`config.mk`:
```
export PLATFORM = sky130hd
export DESIGN_NAME = eeprog_page_writer
export DESIGN_NICKNAME = d
export VERILOG_FILES = /design/src/rtl/eeprog_pkg.sv /design/src/rtl/eeprog_downcnt.sv /design/src/rtl/eeprog_poll_judge.sv /design/src/rtl/eeprog_page_writer.sv
export SDC_FILE = /design/constraint.sdc
export NUM_CORES = 1
export LEC_CHECK = 0
export BUFFER_PORTS_ARGS = -buffer_cell sky130_fd_sc_hd__buf_2
export CAP_MARGIN = 15
export CORE_ASPECT_RATIO = 1.5
export CORE_MARGIN = 1.5
export CORE_UTILIZATION = 30
export DETAILED_ROUTE_END_ITERATION = 8
export GPL_TIMING_DRIVEN = 0
export HOLD_SLACK_MARGIN = 0.02
export PLACE_DENSITY = 0.54
export SYNTH_ARGS = -nofsm -noshare
export SYNTH_HDL_FRONTEND = slang
export SYNTH_SLANG_ARGS = --single-unit
```
`constraint.sdc`:
```
create_clock -name clk -period 1.9 [get_ports clk]
set_input_delay 0.57 -clock clk [delete_from_list [all_inputs] [get_ports clk]]
set_output_delay 0.57 -clock clk [all_outputs]
set_load 0.02 [all_outputs]
```
`src/rtl/eeprog_pkg.sv`:
```
package eeprog_pkg;

    localparam int ADDR_W     = 13;
    localparam int DATA_W     = 8;
    localparam int OFFS_W     = 6;
    localparam int PAGE_W     = ADDR_W - OFFS_W;
    localparam int PAGE_BYTES = 1 << OFFS_W;
    localparam int CNT_W      = 7;

    typedef enum logic [3:0] {
        S_IDLE,
        S_FETCH,
        S_SETUP,
        S_STROBE,
        S_RECOVER,
        S_TURN,
        S_SENSE,
        S_REST,
        S_FIN
    } state_e;

    typedef enum logic [1:0] {
        ERR_NONE    = 2'd0,
        ERR_EMPTY   = 2'd1,
        ERR_TIMEOUT = 2'd2,
        ERR_WINDOW  = 2'd3
    } err_e;

    typedef struct packed {
        logic [PAGE_W-1:0] page;
        logic [OFFS_W:0]   total;
        logic              data7_mode;
    } job_t;

    typedef struct packed {
        logic [ADDR_W-1:0] addr;
        logic [DATA_W-1:0] data;
    } beat_t;

    function automatic logic [OFFS_W:0] clamp_total(input logic [CNT_W-1:0] c);
        if (c > CNT_W'(PAGE_BYTES))
            return (OFFS_W + 1)'(PAGE_BYTES);
        return c[OFFS_W:0];
    endfunction

    function automatic int imax(input int a, input int b);
        return (a > b) ? a : b;
    endfunction

endpackage

```
`src/rtl/eeprog_downcnt.sv`:
```
module eeprog_downcnt #(
    parameter int W = 8
) (
    input  logic         clk,
    input  logic         rst,
    input  logic         load,
    input  logic [W-1:0] load_val,
    output logic [W-1:0] cnt,
    output logic         zero
);
    always_ff @(posedge clk) begin
        if (rst)
            cnt <= '0;
        else if (load)
            cnt <= load_val;
        else if (cnt != '0)
            cnt <= cnt - 1'b1;
    end

    assign zero = (cnt == '0);
endmodule

```
`src/rtl/eeprog_poll_judge.sv`:
```
module eeprog_poll_judge (
    input  logic       data7_mode,
    input  logic [1:0] sample_hi,
    input  logic       have_prev,
    input  logic       prev_b6,
    input  logic       target_b7,
    output logic       finished
);
    logic toggle_still;
    logic bit7_true;

    always_comb begin
        toggle_still = have_prev && (sample_hi[0] == prev_b6);
        bit7_true    = (sample_hi[1] == target_b7);
        finished     = data7_mode ? bit7_true : toggle_still;
    end
endmodule

```
`src/rtl/eeprog_page_writer.sv`:
```
module eeprog_page_writer
    import eeprog_pkg::*;
#(
    parameter int T_AS       = 1,
    parameter int T_WP       = 10,
    parameter int T_WPH      = 5,
    parameter int T_RD       = 20,
    parameter int T_RH       = 5,
    parameter int GAP_LIMIT  = 10000,
    parameter int POLL_LIMIT = 300000
) (
    input  logic              clk,
    input  logic              rst,
    input  logic              req_valid,
    output logic              req_ready,
    input  logic [PAGE_W-1:0] req_page,
    input  logic [CNT_W-1:0]  req_count,
    input  logic              req_mode,
    input  logic              wr_valid,
    input  logic [DATA_W-1:0] wr_data,
    output logic              wr_ready,
    output logic              done,
    output logic              err,
    output logic [1:0]        err_code,
    output logic [ADDR_W-1:0] mem_addr,
    output logic [DATA_W-1:0] mem_dq_out,
    output logic              mem_dq_oe,
    input  logic [DATA_W-1:0] mem_dq_in,
    output logic              mem_ce_n,
    output logic              mem_oe_n,
    output logic              mem_we_n
);
    localparam int PH_MAX   = imax(imax(imax(T_AS, T_WP), imax(T_WPH, T_RD)), T_RH);
    localparam int PH_W     = $clog2(PH_MAX + 1);
    localparam int GAP_WAIT = GAP_LIMIT - T_AS;
    localparam int GAP_W    = $clog2(GAP_LIMIT + 1);
    localparam int TO_W     = $clog2(POLL_LIMIT + 1);

    state_e             state, nxt;
    job_t               job;
    beat_t              beat;
    logic [OFFS_W:0]    sent;
    logic               have_prev, prev_b6, missed;
    err_e               code_q, fin_code;

    logic               ph_load, ph_zero;
    logic [PH_W-1:0]    ph_val, ph_cnt;
    logic               gap_load, gap_zero;
    logic [GAP_W-1:0]   gap_cnt;
    logic               to_load, to_zero;
    logic [TO_W-1:0]    to_cnt;
    logic               accept, miss_now, finished, polling;
    logic [OFFS_W:0]    req_total;

    assign req_total = clamp_total(req_count);
    assign polling   = (state == S_TURN) || (state == S_SENSE) || (state == S_REST);

    eeprog_downcnt #(.W(PH_W)) u_phase (
        .clk(clk), .rst(rst), .load(ph_load), .load_val(ph_val),
        .cnt(ph_cnt), .zero(ph_zero)
    );

    eeprog_downcnt #(.W(GAP_W)) u_gap (
        .clk(clk), .rst(rst), .load(gap_load), .load_val(GAP_W'(GAP_WAIT - 1)),
        .cnt(gap_cnt), .zero(gap_zero)
    );

    eeprog_downcnt #(.W(TO_W)) u_timeout (
        .clk(clk), .rst(rst), .load(to_load), .load_val(TO_W'(POLL_LIMIT - 1)),
        .cnt(to_cnt), .zero(to_zero)
    );

    eeprog_poll_judge u_judge (
        .data7_mode(job.data7_mode),
        .sample_hi (mem_dq_in[7:6]),
        .have_prev (have_prev),
        .prev_b6   (prev_b6),
        .target_b7 (beat.data[7]),
        .finished  (finished)
    );

    always_comb begin
        nxt      = state;
        ph_load  = 1'b0;
        ph_val   = '0;
        gap_load = 1'b0;
        to_load  = 1'b0;
        accept   = 1'b0;
        miss_now = 1'b0;
        fin_code = ERR_NONE;
        unique case (state)
            S_IDLE: begin
                if (req_valid) begin
                    if (req_total == '0) begin
                        nxt      = S_FIN;
                        fin_code = ERR_EMPTY;
                    end else begin
                        nxt = S_FETCH;
                    end
                end
            end
            S_FETCH: begin
                if (wr_valid) begin
                    accept  = 1'b1;
                    nxt     = S_SETUP;
                    ph_load = 1'b1;
                    ph_val  = PH_W'(T_AS - 1);
                end else if (sent != '0 && gap_zero) begin
                    miss_now = 1'b1;
                    nxt      = S_TURN;
                    to_load  = 1'b1;
                end
            end
            S_SETUP: begin
                if (ph_zero) begin
                    nxt     = S_STROBE;
                    ph_load = 1'b1;
                    ph_val  = PH_W'(T_WP - 1);
                end
            end
            S_STROBE: begin
                if (ph_zero) begin
                    nxt      = S_RECOVER;
                    ph_load  = 1'b1;
                    ph_val   = PH_W'(T_WPH - 1);
                    gap_load = 1'b1;
                end
            end
            S_RECOVER: begin
                if (ph_zero) begin
                    if (sent == job.total) begin
                        nxt     = S_TURN;
                        to_load = 1'b1;
                    end else begin
                        nxt = S_FETCH;
                    end
                end
            end
            S_TURN: begin
                nxt     = S_SENSE;
                ph_load = 1'b1;
                ph_val  = PH_W'(T_RD - 1);
            end
            S_SENSE: begin
                if (ph_zero) begin
                    if (finished) begin
                        nxt      = S_FIN;
                        fin_code = missed ? ERR_WINDOW : ERR_NONE;
                    end else begin
                        nxt     = S_REST;
                        ph_load = 1'b1;
                        ph_val  = PH_W'(T_RH - 1);
                    end
                end
            end
            S_REST: begin
                if (ph_zero) begin
                    nxt     = S_SENSE;
                    ph_load = 1'b1;
                    ph_val  = PH_W'(T_RD - 1);
                end
            end
            S_FIN: nxt = S_IDLE;
            default: nxt = S_IDLE;
        endcase

        // completion in the same cycle takes precedence over the deadline
        if (polling && to_zero && nxt != S_FIN) begin
            nxt      = S_FIN;
            fin_code = ERR_TIMEOUT;
        end
    end

    always_ff @(posedge clk) begin
        if (rst) begin
            state     <= S_IDLE;
            job       <= '0;
            beat      <= '0;
            sent      <= '0;
            have_prev <= 1'b0;
            prev_b6   <= 1'b0;
            missed    <= 1'b0;
            code_q    <= ERR_NONE;
        end else begin
            state <= nxt;
            if (state == S_IDLE && req_valid) begin
                job.page       <= req_page;
                job.total      <= req_total;
                job.data7_mode <= req_mode;
                sent           <= '0;
                have_prev      <= 1'b0;
                missed         <= 1'b0;
            end
            if (accept) begin
                beat.addr <= {job.page, sent[OFFS_W-1:0]};
                beat.data <= wr_data;
                sent      <= sent + 1'b1;
            end
            if (miss_now)
                missed <= 1'b1;
            if (state == S_SENSE && ph_zero) begin
                have_prev <= 1'b1;
                prev_b6   <= mem_dq_in[6];
            end
            if (nxt == S_FIN)
                code_q <= fin_code;
        end
    end

    assign req_ready  = (state == S_IDLE);
    assign wr_ready   = (state == S_FETCH);
    assign done       = (state == S_FIN) && (code_q == ERR_NONE);
    assign err        = (state == S_FIN) && (code_q != ERR_NONE);
    assign err_code   = (state == S_FIN) ? code_q : ERR_NONE;
    assign mem_addr   = beat.addr;
    assign mem_dq_out = beat.data;
    assign mem_dq_oe  = (state == S_STROBE);
    assign mem_we_n   = (state != S_STROBE);
    assign mem_oe_n   = (state != S_SENSE);
    assign mem_ce_n   = (state == S_IDLE) || (state == S_FIN);

endmodule

```
* Word-level counts from Yosys, hierarchy flattened
Cells that the tools add are included.
Cells by class: reduce and logical (&&, ||, !) cells 31, equal/unequal tests 15, multiplexer cells 55, $lt $le $gt $ge 1, add/sub/neg operators 4
Operators with widths (number):
- $mux W4 | 12
- $mux W19 | 2
- $pmux W4 S8 | 1
- $mux W14 | 2
- $mux W7 | 4
- $pmux W5 S5 | 1
- $logic_not A19 Y1 | 1
- $reduce_bool A19 Y1 | 1
- $sub A19 B1 Y19 const B | 1
- $mux W1 | 18
- $eq A4 B3 Y1 const B | 4
- $mux W5 | 3
- $logic_not A14 Y1 | 1
- $reduce_bool A14 Y1 | 1
- $reduce_bool A2 Y1 | 7
- $sub A14 B1 Y14 const B | 1
- $mux W3 | 4
- $mux W2 | 5
- $eq A4 B2 Y1 const B | 2
- $eq A4 B4 Y1 const B | 2
- $logic_and A1 B1 Y1 | 8
- $add A7 B1 Y7 const B | 1
- $eq A7 B7 Y1 | 1
- $gt A7 B7 Y1 const B | 1
- other kinds (18) | 22
Word-level totals: bits in registers 90

* Depth between registers and ports, before layout
Gate-level depths: netlist (run 1).
word-level depth 11, gate-level depth with buffers 8, gate-level depth less buffers 7

* Modules after synthesis
From an unflattened synthesis (run 1), not the netlist that was laid out.
Unflattened totals: cell total of the unflattened synthesis 590, area total of the unflattened synthesis 4702.0 µm²
By module, submodules not included:
- eeprog_page_writer | instances 1, area each 2389.8 µm², sequential area each 1041.0 µm², cells an instance 307
- eeprog_downcnt (u_timeout) | instances 1, area each 1104.8 µm², sequential area each 380.4 µm², cells an instance 138
- eeprog_downcnt (u_gap) | instances 1, area each 887.1 µm², sequential area each 280.3 µm², cells an instance 109
- eeprog_downcnt (u_phase) | instances 1, area each 287.8 µm², sequential area each 100.1 µm², cells an instance 32
- eeprog_poll_judge | instances 1, area each 32.5 µm², sequential area each 0.0 µm², cells an instance 4

* Least setup slack after synthesis (run 1)
No wires, ideal clock.
path type flip-flop to output port, start register state[1], end output done, arrival 1.811 ns, required time 1.330 ns, path slack -0.481 ns, stages on the path, launching flop included 5, path buffers 1, path through dfxtp_1 > clkbuf_1 > nor3_1 > nand2_1 > nor3_1
Between the ends: cells in the longest elaborated chain, start to end 2
Ends and longest elaborated chain:
- from (decl) | line eeprog_page_writer.sv:39 | state_e state, nxt;
- from (signal assigned) | line eeprog_page_writer.sv:185 | state <= nxt;
- $eq A4 B4 Y1 | line eeprog_page_writer.sv:212 | assign done = (state == S_FIN) && (code_q == ERR_NONE);
- $logic_and A1 B1 Y1 | line eeprog_page_writer.sv:212
- to (decl) | line eeprog_page_writer.sv:22 | output logic done,
No other way between the ends.

* Worst setup path after layout (run 1)
start register sent[1], end register u_timeout.cnt[17]
Between the ends: cells in the longest elaborated chain, start to end 6, elaborated cells on any way between the ends 9, classes of those cells eq/ne: 1; mux: 5; reduce/logical: 3
Ends and longest elaborated chain:
- from (decl) | line eeprog_page_writer.sv:42 | logic [OFFS_W:0] sent;
- from (signal assigned) | line eeprog_page_writer.sv:197 | sent <= sent + 1'b1;
- $reduce_bool A7 Y1 | line eeprog_page_writer.sv:108 | end else if (sent != '0 && gap_zero) begin
- $logic_and A1 B1 Y1 | line eeprog_page_writer.sv:108
- $mux W1 | line eeprog_page_writer.sv:108
- $mux W1 | line eeprog_page_writer.sv:103 | if (wr_valid) begin
- $pmux W1 S2 * | line eeprog_page_writer.sv:91 | unique case (state)
- $reduce_or A2 Y1 (no source line) *
- to (signal assigned) | line eeprog_downcnt.sv:15 | cnt <= load_val;
- to (signal assigned) | line eeprog_downcnt.sv:17 | cnt <= cnt - 1'b1;
- to (decl) | line eeprog_downcnt.sv:8 | output logic [W-1:0] cnt,
Every way passes the cells marked *; elsewhere a longest branch is shown, timed or not. A chain may end at the register's enable or synchronous reset.

==> results of run 1 <==
==> logic make-up (layout without fill, tap and decap cells) <==
logic type / after synthesis / after routing / share of synthesized area (%)
muxes: 5 / 5 / 1.24
xor gates and xnor gates: 34 / 34 / 6.86
buffers and inverters: 42 / 160 / 4.09
DFF: 90 / 90 / 41.5
AOI/OAI and AO/OA: 113 / 113 / 15.7
and+or+nand+nor: 241 / 241 / 28.6
adders and majority gates: 7 / 7 / 2.02
==> through the flow <==
stage | setup slack (ns) | hold WS (ns)
6_report | -0.127 | 0.450
5_1_grt | -0.203 | 0.451
4_1_cts | -0.206 | 0.445
3_5_place_dp | -0.371 | 0.442
3_3_place_gp | -0.362 | 0.438
2_1_floorplan | -0.0400 | 0.432
==> how the worst max path moves through the flow <==
stage	startpoint	slack [ns]	to	depth (start not counted)
CTS	sent[1]$_SDFFE_PP0P_	-0.21	u_timeout.cnt[7]$_SDFFE_PP0P_	7
global route	state[2]$_SDFF_PP0_	-0.20	done	5
floorplan	state[1]$_SDFF_PP0_	-0.04	err	4
detailed placement	u_phase.cnt[0]$_SDFFE_PP0P_	-0.37	state[1]$_SDFF_PP0_	7
global placement	u_phase.cnt[0]$_SDFFE_PP0P_	-0.36	state[2]$_SDFF_PP0_	7
finish	sent[1]$_SDFFE_PP0P_	-0.13	u_timeout.cnt[17]$_SDFFE_PP0P_	8
==> state kept, by name (all words and copies together), names as in the netlist <==
name and cells:
u_timeout.cnt 19, job 15, u_gap.cnt 14, mem_addr 13
mem_dq_out 8, sent 7, u_phase.cnt 5, state 4
code_q 2, have_prev 1, missed 1, prev_b6 1
==> worst min-delay path, delay by kind of cell <==
family	cells	cell delay (ns)
compound gates	1	0.05
buf+inv	1	0.09
simple gates	1	0.04
==> final cells by class <==
class                   count  area, um^2
plain buffers              27         186
clock buffers               9         225
clock inverters             7        78.8
fillers                  1391        7960
inverters                  15        63.8
multi-input cells         400        2740
flip-flops and latches     90        1830
well taps                 192         240
repair buffers            102         734
==> cell usage after synthesis (3+ instances only) <==
cell                       number  area [um^2]
sky130_fd_sc_hd__nand2_1       97          364
sky130_fd_sc_hd__dfxtp_1       90         1800
sky130_fd_sc_hd__a21oi_1       65          325
sky130_fd_sc_hd__nor2_1        46          173
sky130_fd_sc_hd__xor2_1        18          158
sky130_fd_sc_hd__clkbuf_1      16         60.1
sky130_fd_sc_hd__xnor2_1       16          140
sky130_fd_sc_hd__inv_1         15         56.3
sky130_fd_sc_hd__nand3b_1      15          113
sky130_fd_sc_hd__nand3_1       14         70.1
sky130_fd_sc_hd__nor3_1        13         65.1
sky130_fd_sc_hd__o21ai_0       13         65.1
sky130_fd_sc_hd__nor4_1        10         62.6
sky130_fd_sc_hd__a31oi_1        8         50.1
sky130_fd_sc_hd__buf_2          7         35.0
sky130_fd_sc_hd__ha_1           7         87.6
sky130_fd_sc_hd__nor2b_1        6         37.5
sky130_fd_sc_hd__nand4_1        5         31.3
sky130_fd_sc_hd__a211oi_1       4         30.0
sky130_fd_sc_hd__a22oi_1        4         30.0
sky130_fd_sc_hd__and2_1         4         25.0
sky130_fd_sc_hd__and3_1         4         25.0
sky130_fd_sc_hd__nand2b_1       4         25.0
sky130_fd_sc_hd__or4_1          3         22.5
==> what timing repair did <==
action / 4_1_cts / 5_1_grt
resized for setup: 85 / 61
gates cloned: 1 / 0
endpoints found under the hold margin: 0 / 0
setup endpoints to repair: 62 / 66
pin swaps: 23 / 20
setup buffers: 25 / 17
==> layout by cell type (no fill, tap or decap), types with 3 or more instances in the layout <==
cell and n:
sky130_fd_sc_hd__xor2_1 18, sky130_fd_sc_hd__inv_4 3, sky130_fd_sc_hd__and2_1 4, sky130_fd_sc_hd__clkbuf_16 10, sky130_fd_sc_hd__dfxtp_2 7, sky130_fd_sc_hd__a21oi_1 53, sky130_fd_sc_hd__dfxtp_1 78, sky130_fd_sc_hd__or4b_4 4
sky130_fd_sc_hd__nor4_2 4, sky130_fd_sc_hd__buf_12 4, sky130_fd_sc_hd__inv_2 6, sky130_fd_sc_hd__o21ai_0 12, sky130_fd_sc_hd__nor2_2 4, sky130_fd_sc_hd__nand3b_1 15, sky130_fd_sc_hd__a211oi_1 3, sky130_fd_sc_hd__and3_1 4
sky130_fd_sc_hd__nand3_1 12, sky130_fd_sc_hd__nand4_1 5, sky130_fd_sc_hd__nor2_1 40, sky130_fd_sc_hd__nor4_1 4, sky130_fd_sc_hd__buf_2 56, sky130_fd_sc_hd__nor3_4 3, sky130_fd_sc_hd__a22oi_1 4, sky130_fd_sc_hd__ha_4 4
sky130_fd_sc_hd__buf_4 40, sky130_fd_sc_hd__nor2b_1 4, sky130_fd_sc_hd__xnor2_1 16, sky130_fd_sc_hd__dfxtp_4 5, sky130_fd_sc_hd__a21oi_2 12, sky130_fd_sc_hd__a31oi_1 7, sky130_fd_sc_hd__nand2_1 95, sky130_fd_sc_hd__nand2b_1 4
sky130_fd_sc_hd__nor3_1 11, sky130_fd_sc_hd__nor4_4 4, sky130_fd_sc_hd__buf_6 11, sky130_fd_sc_hd__buf_8 3, sky130_fd_sc_hd__clkbuf_2 3, sky130_fd_sc_hd__clkbuf_1 10, sky130_fd_sc_hd__ha_1 3, sky130_fd_sc_hd__inv_1 6
==> per-layer routing <==
metal  up-vias  part of all wire (%)  track usage (%)
met5         -                     0                0
met4         0                   1.4             5.76
met3        15                   4.7             3.44
met2        94                    53             28.1
met1      1983                    41             19.2
li1       2078                     -                -
==> where the power goes <==
part / internal (mW) / switching, mW
clock: 1.03 / 0.799
combinational: 2.03 / 2.23
sequential: 2.27 / 0.419
==> run summary, run 1 <==
The run finished, with violations left. The final reports fail on setup timing. Setup total negative slack on the finished layout was measured at -2.16 ns.

Entering global routing, the biggest net connects 17 pins. For the count of antenna diodes in the layout, the log shows 0. STA classifies the critical path endpoint as a flop. In the synthesized netlist the async set-or-reset flop fraction comes to 0%.

For the count of non-filler cells in the finished layout, the log shows 842. The cell depth of the worst hold path is 3. After synthesis the cells add up to 4340 um^2. The run gives 783 as the cell count after placement. Path class of the lowest-slack min-delay path: input pin to flop. Yosys printed 0 warnings. The die boundary height is 150 um, and the required time of the worst setup path is 2.18 ns. The count of unresolved DRC violations after routing is 0, and the combined buffer and inverter count along the critical path is 2. The critical register-to-register path startpoint is sent[1]$_SDFFE_PP0P_. Relative to the synthesized area, the layout overhead comes to 40.5%. Detailed placement ended at an HPWL of 8190 um. The clock tree synthesis step divided the H-tree into 3 levels.

Summed over all layers, the routed wires come to 12,300 um. The maximum achievable frequency was 493 MHz; the arrival time reported for the critical path endpoint was 2.31 ns. The worst-case IR drop observed on VDD is 1120 uV. Sequential cells were found to cover 41.5% of the synthesized design area. Once layout is done, the placed cells without fillers occupy 6100 um^2. TritonCTS built the clock tree.

For this configuration, the core starts out at a cell density of 30.9%. The worst path setup slack after routing is -0.127 ns. The kind of launch point of the worst setup path is a flop. The synthesized design contains 90 register bits. The tree is rooted in a sky130_fd_sc_hd__clkbuf_16.

Deepest clock path buffer count: 2. The clock slew seen by the registers of the worst setup and hold paths is 0.07 ns. The tools report the remaining global-route overflow as 0. The hold path endpoint is job[8]$_SDFFE_PP0P_.

Between clock sinks in the finished design, the worst skew comes to 0.00787 ns. Global routing used 16.1% of the available tracks across all layers. The layout cell share with drive strength beyond 1 is 34.3%. The floorplan row count was 53; the transition time at the pin with the least slew margin was 0.727 ns. Setup repair after global routing could not meet its margin everywhere.

Average cell area after synthesis: 8.16 um^2. In the routed layout, each cell is associated on average with a via count of 4.95. Traced cell by cell, the critical path runs through inv_4, ha_4, or4b_4, o311a_4, a32oi_4, buf_12, nand2b_4, nor3b_2. The number of global-route vias before repair was 3,911; the area after detailed placement was 4900 um^2. Input and output buffers added on the ports amount to 59. The final route contains 4,170 vias. The synthesized design contains 0 enable-type register cells.

The number of clock buffers added by TritonCTS is 9. Dividing the detail-routed wire length by the instance count gives 14.6 um. The floorplan step defined a die boundary enclosing 15,200 um^2.

Counting distinct cell types in the post-synthesis netlist gives 62. The shortest clock period the worst path allows after layout is 2.03 ns, and the number of nets still failing antenna checks after routing is 0. The startpoint identified for the worst hold timing path is req_page[0]. The startpoint-to-endpoint class of the critical path is flop to flop. Fraction of the core area covered by cells at the end of the flow: 43.4%. Counting every net in the synthesized netlist gives 574. The final period utilization works out to 107%. After technology mapping, the gate count stands at 532.

The total power draw is 8.78 mW, and the critical-path maximum fanout is 7. The global-route wire length before repair came out at 19,100 um. On the critical path, the stage with the largest delay is an instance of sky130_fd_sc_hd__or4b_4. For this run, the slowest stage of the critical path takes 0.46 ns.

The final count of negative-setup-slack endpoints is 27. Worst-case reg-to-reg path depth: 8. For this block, the initial DRC count from the detailed router was 168. The die is 101 um wide.

Final max-slew violation count: 0. For this run, the leading register cell type out of synthesis is sky130_fd_sc_hd__dfxtp_1. The run gives 0.854 as the final RePlAce weighted congestion.

The latest clock arrival within the worst-skew pair is 0.35 ns, and the number of hold-repair buffers added at the cts stage is 0. Counting every sink on the clock net gives 90. Before antenna repair, the detailed router went through 5 iterations.

The kind of cell adding the most delay to the critical path is simple AND/OR/NAND/NOR gates. The initial antenna violation count is 0. The net count of the finished layout was 687; the max capacitance violation total was 0. For the relative max-transition margin, the log shows 51.6%. Summed over all cells, the static leakage comes to 2.36 nW.

The count of pins on the block boundary is 66. The final number of hold-violating endpoints was 0; the reg-to-reg setup timing slack was -0.13 ns. The worst register-to-register path ends at u_timeout.cnt[17]$_SDFFE_PP0P_.

After floorplanning, the core was sized to cover 14,100 um^2. In this run the power density over the cells is 1440 nW/um^2.
No activity file was read; power rests on OpenSTA's default activity.
==> run 2: changes to the inputs <==
--- a/config.mk
+++ b/config.mk
@@ -15,3 +15,3 @@
 export HOLD_SLACK_MARGIN = 0.02
-export PLACE_DENSITY = 0.54
+export SETUP_SLACK_MARGIN = 0.3
 export SYNTH_ARGS = -nofsm -noshare
==> constraint.sdc (replaced) <==
create_clock -name clk -period 1.9 [get_ports clk]
set_input_delay 0.38 -clock clk [delete_from_list [all_inputs] [get_ports clk]]
set_output_delay 0.38 -clock clk [all_outputs]
set_load 0.02 [all_outputs]
==> run 2 against run 1 <==
Against the previous run: the run still ends with setup timing left; clock skew fell by 0.0021 ns; core utilization increased by 4.6 points; sequential cell count stayed put; via count up 6.0%; die area stayed put; largest cell class unchanged; combinational power increased by 18%; power up 9.6%; clock-buffer cell count rose by 4; cell area is 11% higher; clock power up 3%; wire length is 12% higher.
==> run summary, run 2 (synthesized netlist as in run 1, its figures left out) <==
In the final layout, the registers with the most flip-flops are u_timeout.cnt x19, job x15, u_gap.cnt x14. The tools report the arrival time reported for the critical path endpoint as 2.21 ns (-0.10 ns). The largest incremental delay on the critical path works out to 0.45 ns (about the same). The number of vias per cell is 5.10 (+3.0%). The clock slew seen by the registers of the worst setup and hold paths is 0.06 ns (about the same). The logs give 14,100 um^2 (unchanged) for the area of the core and 1,295 (-6.9%) for the number of filler instances in the final layout. The met3 wire length was 414 um (-28%); the area after detailed placement was 5040 um^2 (+2.9%). The tools report the final RePlAce weighted congestion as 0.864 (+1.2%).

The kind of launch point of the worst setup path is a flop. The initial antenna violation count was 0 (unchanged). Setup repair after global routing could not meet its margin everywhere. The final count of negative-setup-slack endpoints is 20 (-26%). The length of routed met2 wiring was 7500 um (+16%). The transition time at the pin with the least slew margin was 0.767 ns (+0.0405 ns); the post-layout instance area was 6740 um^2 (+11%). The hold path endpoint is mem_dq_out[1]$_SDFFE_PP0P_.

The violation count after the first detailed-route iteration came out at 142 (-15%). The floorplan die width was 101 um (unchanged). The logs give 497 MHz (+0.79%) for the maximum achievable frequency and 3 (unchanged) for the maximum level of the CTS H-tree.

The tools report the final max-slew violation count as 0 (unchanged). The worst path setup slack after routing was -0.111 ns (+0.0159 ns); the per-cell routed wire length was 15.9 um (+9.0%). For the count of antenna diodes in the layout, the log shows 0 (unchanged). The critical-path cell with the highest stage delay was sky130_fd_sc_hd__or4b_4. The number of nets still failing antenna checks after routing is 0 (unchanged), and the maximum number of pins on one net before global-route repair is 15 (-2).

The run gives 48.9% (-2.7 points) as the relative max-transition margin. The register with the most flip-flops in the final layout is u_timeout.cnt. The run gives 711 (+3.5%) as the net count of the finished layout. The min-delay analysis places its worst path in the category input pin to flop. The global-route wire length before repair is 20,200 um (+5.9%). TritonCTS built the clock tree. The tools report the floorplan row count as 53 (unchanged). The critical path in this run is classified as flop to flop. Type of element capturing the critical path: a flop. The number of flip-flops in the largest register is 19 (unchanged), and the detailed placement HPWL is 8560 um (+4.6%). The run gives 90 (unchanged) as the number of sinks handled by clock tree synthesis. Leaving out fill and tap cells, the most frequent cell in the layout is sky130_fd_sc_hd__dfxtp_1. The worst-case reg-to-reg path depth was 8 (unchanged); the final wirelength was 13,800 um (+12%). The number of iterations in the first detailed-routing pass is 4 (-1), and the number of global-route vias before repair is 4,355 (+11%). The count of input and output buffers was 59 (unchanged).

The starting utilization of the core area is 30.9% (unchanged). The logs give 9.62 mW (+9.6%) for the total power draw and 0.274 ns (-0.176 ns) for the final hold slack. Compared with the post-synthesis result, the final layout area differs by 55.3%.

For the area of the die, the log shows 15,200 um^2 (unchanged). The run finished, with violations left. The final period utilization was 106% (-0.84 points); the count of pins on the block boundary was 66 (unchanged). The overall fraction of global-route tracks in use was 16.8% (+0.67 points).

The final reports fail on setup timing. The tools report the max capacitance violation total as 0 (unchanged). The run gives -0.11 ns (+0.02 ns) as the reg-to-reg setup timing slack.

The endpoint identified for the worst register-to-register timing path is u_timeout.cnt[12]$_SDFFE_PP0P_. The tools report the detailed-routing wirelength on met1 as 5270 um (+4.0%). The tools report the detailed-route via count as 4,419 (+6.0%). The worst register-to-register path begins at sent[0]$_SDFFE_PP0P_. The latest clock arrival within the worst-skew pair was 0.34 ns (about the same). Critical-path maximum fanout: 5 (-2). The final clock skew was 0.00580 ns (-0.00207 ns); the cell depth of the worst hold path was 3 (unchanged). The shortest clock period the worst path allows after layout was 2.01 ns (-0.0159 ns); the required time of the worst setup path was 2.10 ns (-0.08 ns). The worst-case vdd ir drop came out at 589 uV (-47%).

The leakage power came out at 2.65 nW (+12%). The highest routed metal layer was met4. The tree is rooted in a sky130_fd_sc_hd__clkbuf_16. The count of unresolved DRC violations after routing is 0 (unchanged), and the remaining global-route overflow is 0 (unchanged). Leaving out fill and tap cells, the most frequent cells in the layout are 76 x sky130_fd_sc_hd__dfxtp_1, 66 x sky130_fd_sc_hd__nand2_1, 51 x sky130_fd_sc_hd__buf_2, 51 x sky130_fd_sc_hd__buf_4, 37 x sky130_fd_sc_hd__a21oi_1. Aggregate negative setup slack: -1.58 ns (+0.579 ns). The startpoint identified for the worst hold timing path is wr_data[1]. The run gives 9 (unchanged) as the number of CTS-inserted buffers. Walking the worst path, the cells encountered are inv_2, ha_4, or4b_4, o311a_4, a32oi_4, buf_12, buf_6, a21oi_2. The total power density per cell area is 1430 nW/um^2 (-0.92%), and the final number of hold-violating endpoints is 0 (unchanged).

The die boundary height came out at 150 um (unchanged). The tools report the deepest clock path buffer count as 2 (unchanged). Layout cell share with drive strength beyond 1: 47.0% (+13 points).
## run 2: cell types whose count changed in the layout (fill, tap and decap cells not counted), sizes merged
cell      delta
clkbuf       +3
buf         +25
clkinvlp     -2
clkinv       -2
## run 2: layout make-up
type,count,area [um^2],share of cell area [%]
Multi-Input combinational cell,400,3030,44.9
Sequential cell,90,1840,27.3
Timing Repair Buffer,126,962,14.3
Buffer,27,300,4.46
Clock buffer,13,272,4.03
Tap cell,192,240,3.56
Inverter,15,58.8,0.872
Clock inverter,3,43.8,0.650
## run 2: worst max path at each step
stage                          from                              to  depth (start not counted)
6_report       sent[0]$_SDFFE_PP0P_  u_timeout.cnt[12]$_SDFFE_PP0P_                          8
5_1_grt        sent[0]$_SDFFE_PP0P_   u_timeout.cnt[7]$_SDFFE_PP0P_                          8
4_1_cts        sent[0]$_SDFFE_PP0P_  u_timeout.cnt[18]$_SDFFE_PP0P_                          7
3_5_place_dp   sent[0]$_SDFFE_PP0P_   u_timeout.cnt[7]$_SDFFE_PP0P_                          7
3_3_place_gp   sent[0]$_SDFFE_PP0P_   u_timeout.cnt[9]$_SDFFE_PP0P_                          7
2_1_floorplan  sent[0]$_SDFFE_PP0P_   u_timeout.cnt[7]$_SDFFE_PP0P_                          7
## run 2: per-stage QoR
| step | cells | util, % | worst slack (ns) |
|---|---|---|---|
| global placement | 783 | 35.8 | -0.189 |
| finish | 866 | 47.9 | -0.111 |
| detailed placement | 783 | 35.8 | -0.232 |
| floorplan | 532 | - | 0.0200 |
| global route | 866 | 47.9 | -0.157 |
| CTS | 840 | 43.4 | -0.148 |
## run 2: critical path: cells and delay by family (launching register included)
kind                       cells  cell delay (ns)
DFF                            1             0.34
and+or+nand+nor                1             0.45
buffers and inverters          3             0.35
adders and majority gates      1             0.11
AOI/OAI and AO/OA              3             0.61
## run 2: per-layer routing
| metal | track usage [%] | vias to the layer above |
|---|---|---|
| met1 | 17.5 | 2131 |
| met3 | 3.34 | 43 |
| li1 | - | 2137 |
| met2 | 30.9 | 108 |
| met4 | 9.10 | 0 |
| met5 | 0 | - |
## run 2: where the power goes
| group | total (mW) | switching, mW | internal, mW |
|---|---|---|---|
| clock network | 1.88 | 0.743 | 1.14 |
| registers | 2.73 | 0.452 | 2.28 |
| logic | 5.01 | 2.52 | 2.49 |
## run 2: timing repair
item                                   in CTS  in global routing
setup endpoints to repair                  95                 81
cloned                                      3                  1
pin swaps                                  23                 58
hold buffers                                0                  0
endpoints found under the hold margin       0                  0
gates resized for setup                   114                121
setup buffers                              38                 25
==> run 3: changes to the inputs <==
- SLEW_MARGIN: default -> 20
- clock period: 1.9 -> 1.97 ns (I/O delays scaled with it)
==> run 3 against run 2 <==
Against the previous run: hold slack improved by 0.0097 ns; via count up 1.7%; register-to-register slack gained 0.02 ns; setup slack better by 0.025 ns; the run still ends with setup timing left; critical endpoint is now u_timeout.cnt[9]$_SDFFE_PP0P_; clock-buffer cell count down 2; largest cell class unchanged; sequential cell count unchanged; critical path depth fell by 2; combinational power down 7.8%; highest routed layer unchanged.
==> run summary, run 3 (synthesized netlist as in run 1, its figures left out) <==
The tools report the reg-to-reg setup timing slack as -0.09 ns (+0.02 ns). TritonCTS built the clock tree. The required time of the worst setup path was 2.17 ns (+0.07 ns). Number of sinks handled by clock tree synthesis: 90 (unchanged). The final RePlAce weighted congestion is 0.895 (+3.5%), and the final max-slew violation count is 0 (unchanged). Worst flop-to-flop path endpoint: u_timeout.cnt[9]$_SDFFE_PP0P_. Setup repair after global routing could not meet its margin everywhere.

The tools report the type of element capturing the critical path as a flop. The tools report the launch instance of the worst min-delay path as req_page[1]. Number of vias per cell: 5.14 (+0.70%).

The die boundary height works out to 150 um (unchanged). The clock slew seen by the registers of the worst setup and hold paths came out at 0.07 ns (about the same). The combined buffer and inverter count along the critical path is 2 (-1), and the count of pins on the block boundary is 66 (unchanged). The tools report the remaining global-route overflow as 0 (unchanged).

The min-delay analysis places its worst path in the category input pin to flop. The tools report the final count of negative-setup-slack endpoints as 12 (-40%). The critical-path maximum fanout is 7 (+2). The overall fraction of global-route tracks in use was 17.7% (+0.91 points); the count of non-filler cells in the finished layout was 875 (+1.0%). Final clock skew: 0.00878 ns (+0.00298 ns).

Final wirelength: 14,100 um (+2.7%). The per-cell routed wire length is 16.2 um (+1.7%). The count of unresolved DRC violations after routing is 0 (unchanged), and the area growth from synthesis to layout is 58.0%.

The number of iterations in the first detailed-routing pass is 5 (+1). The worst-case vdd ir drop is 573 uV (-2.7%). The run gives 177 (+25%) as the violation count after the first detailed-route iteration. The total power draw came out at 9.09 mW (-5.5%). On the critical path, the stage with the largest delay is an instance of sky130_fd_sc_hd__or4b_4. The startpoint-to-endpoint class of the critical path is flop to flop. The latest clock arrival within the worst-skew pair was 0.35 ns (about the same). The aggregate negative setup slack is -0.861 ns (+0.719 ns).

The library cells used most frequently in the layout, excluding fill and tap cells, are 76 x sky130_fd_sc_hd__dfxtp_1, 69 x sky130_fd_sc_hd__nand2_1, 56 x sky130_fd_sc_hd__buf_4. The deepest clock path buffer count came out at 2 (unchanged). The run finished, with violations left. Number of flip-flops in the largest register: 19 (unchanged). More flip-flops sit in one register than any other, and that register is u_timeout.cnt.

The transition time at the pin with the least slew margin was 0.849 ns (+0.0816 ns); the worst slack at placement was -0.131 ns (+0.101 ns). The critical path goes through or4b_4, o311a_4, a32oi_4, buf_6, buf_8, a31oi_1. The worst-case reg-to-reg path depth came out at 6 (-2). The worst register-to-register path begins at sent[4]$_SDFFE_PP0P_. The total power density per cell area works out to 1330 nW/um^2 (-7.1%). The layout cell share with drive strength beyond 1 is 46.7% (-0.33 points), and the relative max-transition margin is 43.4% (-5.4 points). The arrival time reported for the critical path endpoint was 2.26 ns (+0.05 ns). The worst setup path is launched from a flop.

Detailed placement HPWL: 8720 um (+1.8%). The most critical setup path has its startpoint at sent[4]$_SDFFE_PP0P_. The largest incremental delay on the critical path was 0.58 ns (+0.13 ns).

Fraction of the core area covered by cells at the end of the flow: 48.8% (+0.83 points). The cell count after placement is 783 (unchanged). The tools report the number of global-route vias before repair as 4,375 (+0.46%). Area of the core: 14,100 um^2 (unchanged).

The final period utilization is 104% (-1.5 points). The maximum number of pins on one net before global-route repair is 15 (unchanged). The tools report the maximum achievable frequency as 486 MHz (-2.2%). Floorplan die width: 101 um (unchanged). The tools report the hold path endpoint as job[9]$_SDFFE_PP0P_. The library cell used most frequently in the layout, excluding fill and tap cells, is sky130_fd_sc_hd__dfxtp_1. Library cell used as clock root buffer: sky130_fd_sc_hd__clkbuf_16.

The leakage power is 2.87 nW (+8.1%), and the cell depth of the worst hold path is 3 (unchanged). The largest registers in the layout are u_timeout.cnt x19, job x15, u_gap.cnt x14. The count of antenna diodes in the layout was 0 (unchanged).

Number of hold-repair buffers added at the cts stage: 0 (unchanged). The floorplan row count was 53 (unchanged). The run gives 9 (unchanged) as the number of CTS-inserted buffers.

The area of the die was 15,200 um^2 (unchanged). Worst path setup slack after routing: -0.0864 ns (+0.0248 ns). The max capacitance violation total came out at 0 (unchanged). The shortest clock period the worst path allows after layout was 2.06 ns (+0.0452 ns); the net count of the finished layout was 721 (+1.4%). The final number of hold-violating endpoints was 0 (unchanged).

The detailed-route via count is 4,496 (+1.7%), and the initial antenna violation count is 0 (unchanged). The checks that failed: setup timing. The global-route wire length before repair was 21,100 um (+4.4%); the count of input and output buffers was 59 (unchanged).

The kind of cell adding the most delay to the critical path is compound AO/OA/AOI/OAI gates. The maximum level of the CTS H-tree was 3 (unchanged); the starting utilization of the core area was 30.9% (unchanged). The number of nets still failing antenna checks after routing came out at 0 (unchanged).
[run 3: worst max-delay path by stage]
stage | slack [ns] | cells past startpoint | endpoint
after global routing | -0.15 | 6 | u_timeout.cnt[17]$_SDFFE_PP0P_
after detailed placement | -0.13 | 7 | u_timeout.cnt[8]$_SDFFE_PP0P_
after CTS | -0.05 | 8 | u_timeout.cnt[8]$_SDFFE_PP0P_
after floorplan | 0.09 | 7 | u_timeout.cnt[7]$_SDFFE_PP0P_
final | -0.09 | 6 | u_timeout.cnt[9]$_SDFFE_PP0P_
after global placement | -0.11 | 7 | u_timeout.cnt[8]$_SDFFE_PP0P_
[run 3: worst register-to-register path, delay by kind of cell (launching register included)]
family | cells | cell delay, ns
DFF | 1 | 0.40
buffers and inverters | 2 | 0.29
and+or+nand+nor | 1 | 0.58
AOI/OAI and AO/OA | 3 | 0.66
[run 3: stage by stage]
stage               hold slack [ns]  cell area (um^2)
floorplan                     0.432              4440
global placement              0.438              4980
detailed placement            0.441              4980
CTS                           0.280              5990
global route                  0.290              6860
finish                        0.283              6860
[run 3: area by class of cell]
class	instances	area (um^2)
clock inverters	4	76.3
multi-input cells	400	3060
inverters	15	63.8
well taps	192	240
fillers	1286	7200
repair buffers	136	1070
plain buffers	27	275
clock buffers	11	233
flip-flops and latches	90	1840
[run 3: report_power, final]
| group | switching [mW] | total (mW) | internal, mW |
|---|---|---|---|
| registers | 0.443 | 2.64 | 2.20 |
| logic | 2.34 | 4.62 | 2.28 |
| clock network | 0.719 | 1.83 | 1.11 |
[run 3: timing repair]
item | in CTS | in global routing
setup buffers | 41 | 31
endpoints found under the setup margin | 66 | 93
pin swaps | 19 | 63
gates cloned | 2 | 3
gates resized for setup | 101 | 164
[run 3: routing by layer]
layer / share of wire [%] / track usage (%) / vias up
met5: 0 / 0 / -
met4: 3.6 / 9.17 / 0
met3: 3.4 / 2.37 / 34
met2: 55 / 33.0 / 117
met1: 38 / 18.9 / 2204
li1: - / - / 2141
